## src/rtl/smb_idx_target.sv

```systemverilog
module smb_idx_target #(
  parameter logic [6:0] TGT_ADDR = 7'h6E,
  parameter int         NREG     = 16,
  parameter logic [7:0] CNT_RST  = 8'd16
) (
  input  logic              clk,
  input  logic              rst_n,
  input  logic              scl_i,
  input  logic              sda_i,
  output logic              sda_oe,
  output logic [NREG*8-1:0] reg_bus
);
  localparam int         IW      = $clog2(NREG);
  localparam logic [7:0] CNT_IDX = 8'(NREG);
  localparam logic [2:0] S_IDLE = 3'd0, S_ADDR = 3'd1, S_IDX = 3'd2, S_CNT = 3'd3,
                         S_WR = 3'd4, S_RD = 3'd5, S_HOLD = 3'd6;

  logic       scl_q, sda_q;
  logic [2:0] st, nxt;
  logic [3:0] bitc;
  logic [7:0] sh, ptr, wcnt, cnt_reg;
  logic [7:0] regs [NREG];

  wire rise     = scl_i & ~scl_q;
  wire fall     = ~scl_i & scl_q;
  wire start_c  = scl_i & scl_q & sda_q & ~sda_i;
  wire stop_c   = scl_i & scl_q & ~sda_q & sda_i;
  wire rx       = (st == S_ADDR) || (st == S_IDX) || (st == S_CNT) || (st == S_WR);
  wire in_file  = ptr < CNT_IDX;
  wire addr_hit = sh[7:1] == TGT_ADDR;

  wire [7:0] ptr_inc = {ptr[7:IW], ptr[IW-1:0] + IW'(1)};
  wire [7:0] rd_byte = in_file ? regs[ptr[IW-1:0]] : (ptr == CNT_IDX) ? cnt_reg : 8'h00;

  for (genvar k = 0; k < NREG; k++) begin : g_bus
    assign reg_bus[8*k +: 8] = regs[k];
  end

  always_ff @(posedge clk) begin
    if (!rst_n) begin
      scl_q   <= 1'b1;
      sda_q   <= 1'b1;
      st      <= S_IDLE;
      nxt     <= S_IDLE;
      bitc    <= '0;
      sh      <= '0;
      ptr     <= '0;
      wcnt    <= '0;
      cnt_reg <= CNT_RST;
      sda_oe  <= 1'b0;
      for (int k = 0; k < NREG; k++) regs[k] <= '0;
    end else begin
      scl_q <= scl_i;
      sda_q <= sda_i;
      if (start_c) begin
        st     <= S_ADDR;
        bitc   <= '0;
        sda_oe <= 1'b0;
      end else if (stop_c) begin
        st     <= S_IDLE;
        bitc   <= '0;
        sda_oe <= 1'b0;
      end else if (rx) begin
        if (rise && bitc < 4'd8) begin
          sh   <= {sh[6:0], sda_i};
          bitc <= bitc + 4'd1;
        end else if (fall && bitc == 4'd8) begin
          bitc <= 4'd9;
          case (st)
            S_ADDR: begin
              sda_oe <= addr_hit;
              nxt    <= !addr_hit ? S_HOLD : (sh[0] ? S_RD : S_IDX);
            end
            S_IDX: begin
              sda_oe <= 1'b1;
              ptr    <= sh;
              nxt    <= S_CNT;
            end
            S_CNT: begin
              sda_oe <= 1'b1;
              wcnt   <= sh;
              nxt    <= S_WR;
            end
            default: begin
              if (wcnt != 8'd0) begin
                sda_oe <= 1'b1;
                wcnt   <= wcnt - 8'd1;
                ptr    <= ptr_inc;
                if (in_file) regs[ptr[IW-1:0]] <= sh;
                else if (ptr == CNT_IDX) cnt_reg <= sh;
                nxt    <= S_WR;
              end else begin
                sda_oe <= 1'b0;
                nxt    <= S_HOLD;
              end
            end
          endcase
        end else if (fall && bitc == 4'd9) begin
          bitc <= '0;
          st   <= nxt;
          if (nxt == S_RD) begin
            sh     <= cnt_reg;
            sda_oe <= ~cnt_reg[7];
          end else begin
            sda_oe <= 1'b0;
          end
        end
      end else if (st == S_RD) begin
        if (rise && bitc < 4'd8) begin
          bitc <= bitc + 4'd1;
        end else if (rise && bitc == 4'd8) begin
          if (sda_i) st <= S_HOLD;
          else       bitc <= 4'd9;
        end else if (fall && bitc == 4'd8) begin
          sda_oe <= 1'b0;
        end else if (fall && bitc == 4'd9) begin
          sh     <= rd_byte;
          sda_oe <= ~rd_byte[7];
          ptr    <= ptr_inc;
          bitc   <= '0;
        end else if (fall && bitc != 4'd0) begin
          sh     <= {sh[6:0], 1'b0};
          sda_oe <= ~sh[6];
        end
      end
    end
  end
endmodule

```

## config.mk

```make
export PLATFORM = sky130hd
export DESIGN_NAME = smb_idx_target
export DESIGN_NICKNAME = d
export VERILOG_FILES = /design/src/rtl/smb_idx_target.sv
export SDC_FILE = /design/constraint.sdc
export NUM_CORES = 1
export LEC_CHECK = 0
export BUFFER_PORTS_ARGS = -buffer_cell sky130_fd_sc_hd__buf_2
export CORE_ASPECT_RATIO = 2
export CORE_UTILIZATION = 50
export CTS_CLUSTER_SIZE = 8
export DETAILED_ROUTE_END_ITERATION = 8
export PLACE_DENSITY_LB_ADDON = 0.15
export SLEW_MARGIN = 30
export SYNTH_ARGS = -nofsm -noshare
export SYNTH_HDL_FRONTEND = slang
export SYNTH_SLANG_ARGS = --single-unit
```

## constraint.sdc

```tcl
create_clock -name clk -period 2.84 [get_ports clk]
set_input_delay 0.284 -clock clk [delete_from_list [all_inputs] [get_ports clk]]
set_output_delay 0.284 -clock clk [all_outputs]
set_load 0.05 [all_outputs]
```

==> run_results.csv <==
group,metric,value,unit
setup_path,critical_path_class,"reg -> reg",
timing,post-route-period-util,94.7,%
synthesis,ys.flop_type,"edfxtp_1",
timing,fin_ws,151,ps
die,start_util,50.9,%
place,place_ws,282,ps
finish,stdcell_area,10700,sq um
die,ios,133,
cts,clkLatencyLatePin,430,ps
timing,rsz0062_at_grt,"false",
job,cap_violations,0,
cts,ctsResizeCount,0,
synthesis,synth-compound-area-share,9.62,%
cts,clk_pin_slew,70,ps
global_route,use_met1,29.5,%
detailed_routing,first_pass_iters,5,
timing,relSlewSlack,35.5,%
place,port_buffers,132,
hold_path,hp-class,"in -> reg",
global_route,grt_pass1_vias,6821,
place,place_area,10100,sq um
finish,nFillCells,1451,
die,die_x,96.9,um
setup_path,max_stage_delay,540,ps
global_route,grt_busiest_layer,"met2",
finish,largest_reg_flops,128,
place,post-dp-hpwl,20100,um
power,p_total,5900,uW
die,row_count,69,
synthesis,synth_cell_types,65,
synthesis,yosysWarnings,0,
finish,post-route-util,60.6,%
setup_path,arrival,2960,ps
finish,drive_above_1_share,29.2,%
synthesis,synth_nets,785,
setup_path,cp_data_required_time,3110,ps
synthesis,synth_top_area_share,42.7,%
synthesis,synth_edf_count,128,
timing,max_freq,372,MHz
cts,cts_tree,"yes",
synthesis,postSynthCellCount,773,
die,core_area,17700,sq um
synthesis,synth-seq-cells,177,
timing,skew,10.2,ps
synthesis,synth.avg_cell_area,11.6,sq um
detailed_routing,avgViaCountPerCell,6.06,
power,power_density,550,nW/um^2
finish,final_common_cell,"buf_2",
synthesis,yosys.area_share.simple,20.6,%
cts,htreeDepth,4,
detailed_routing,drc,0,
finish,n_antenna_cell,0,
cts,cts_made_buffers,17,
global_route,grt_usage,28.7,%
detailed_routing,drt_wl_total,26400,um
synthesis,yosysTopAreaCell,"edfxtp_1",
timing,drv_slew,0,
detailed_routing,wl_per_cell,23.0,um
timing,setup_viol,0,
cts,postCtsSetupBuffers,0,
finish,syn2layout_area_growth,19.0,%
synthesis,yosys.area_share.adder,1.11,%
synthesis,synth-seq-area-share,53.6,%
global_route,grt_overflow,0,
global_route,grt_max_degree,33,
detailed_routing,drtIter0Drc,388,
die,die_h,192,um
synthesis,synth-xor-area-share,0.0973,%
timing,worst_slew_pin_slew,959,ps
run_status,outcome,"completed",
synthesis,synth_top_family_by_area,"simple AND/OR/NAND/NOR gates",
cts,clk_path_buf_depth,2,
place,gp_congestion,0.960,
global_route,antenna_found_initial,0,
synthesis,synthMuxAreaShare,11.4,%
setup_path,crit_chain,"inv_1, ha_1, and3b_1, and2_4, a2111o_1, or2_0, o31ai_1",
synthesis,netlist_area,9000,sq um
finish,most-common-layout-cells,"132 x buf_2, 130 x and2_1, 128 x edfxtp_1, 58 x buf_4, 48 x dfxtp_1",
synthesis,netlist_top_cells_area,"edfxtp_1 43%, dfxtp_1 11%, and2_1 9.0%",
finish,nets,930,
setup_path,cp-start-kind,"flop",
die,die_area,18600,sq um
finish,regMostFlops,"regs",
timing,tns,0,ps
setup_path,cp_slowest_cell,"o31ai_1",
detailed_routing,ant_nets,0,
setup_path,cp-end-kind,"flop",
cts,hold_buffers,0,
detailed_routing,vias,6938,
global_route,grt_use_met3,4.33,%
timing,timing.final.crit_period,2690,ps
cts,cts-root-buf,"clkbuf_16",
global_route,grt_use_met2,55.8,%
power,vdd_drop_max,0.000400,V
power,p_leak,0.00409,uW
global_route,grt_pass1_wl,39600,um
timing,hold_viol_final,0,
synthesis,async_flop_share,0,%
setup_path,cp_max_fo,10,
cts,cts.sinks,177,
worst max-delay path, delay by kind of cell (launching register included):
family	cells	cell delay, ps
buf+inv	1	80
simple gates	3	830
fa+ha+maj	1	250
flops	1	410
compound gates	2	960
cell type report:
class / count / area (sq um) / share of cell area, %
Timing Repair Buffer: 193 / 1160 / 10.8
Inverter: 11 / 41.3 / 0.385
Clock buffer: 21 / 472 / 4.40
Multi-Input combinational cell: 518 / 3860 / 36.0
Tap cell: 213 / 267 / 2.49
Clock inverter: 11 / 98.8 / 0.922
Sequential cell: 177 / 4830 / 45.0
per-layer routing:
layer / up-vias / wire (um)
met3: 71 / 1170
met2: 299 / 15100
met5: - / 0
met4: 0 / 1150
met1: 3437 / 8970
li1: 3131 / -
worst paths after layout:
| kind | start | endpoint | slack [ps] | cells after the start |
|---|---|---|---|---|
| hold reg to reg | sda_oe | sda_oe | 480 | 2 |
| setup / recovery | bitc[0] | sh[1] | 150 | 7 |
| hold / removal | scl_i | scl_q | 180 | 2 |
| setup reg to reg | bitc[0] | sh[1] | 150 | 7 |
power by group:
| group | switching, uW | internal [uW] |
|---|---|---|
| logic | 536 | 162 |
| clock network | 969 | 1290 |
| registers | 79.8 | 2860 |
| total | 1580 | 4310 |
logic make-up (layout without fill, tap and decap cells):
family                   after synthesis  in the layout
adder cells (fa/ha/maj)                8              8
flip-flops                           177            177
buffers and inverters                 78            236
AND/OR/NAND/NOR                      326            326
XOR/XNOR                               1              1
AO/OA/AOI/OAI                        121            121
multiplexers                          62             62
cells in the mapped netlist (all sizes together) (6+ instances only):
library cell and number:
nor2 46, nor3 10, nand2 41, mux2i 28, buf 10, nand4 7
nand2b 21, edfxtp 128, a221o 6, dfxtp 49, and2 131, nor2b 8
nand3 7, o21ai 22, o211ai 17, o41ai 6, o31ai 9, inv 11
a21oi 23, and3 24, clkbuf 57, ha 8, mux4 32
through the flow:
step,std cells,hold slack [ps]
global route,1144,176
finish,1144,176
CTS,1144,160
global placement,1112,457
floorplan,773,357
detailed placement,1112,465
(Power assumes the default switching activity.)
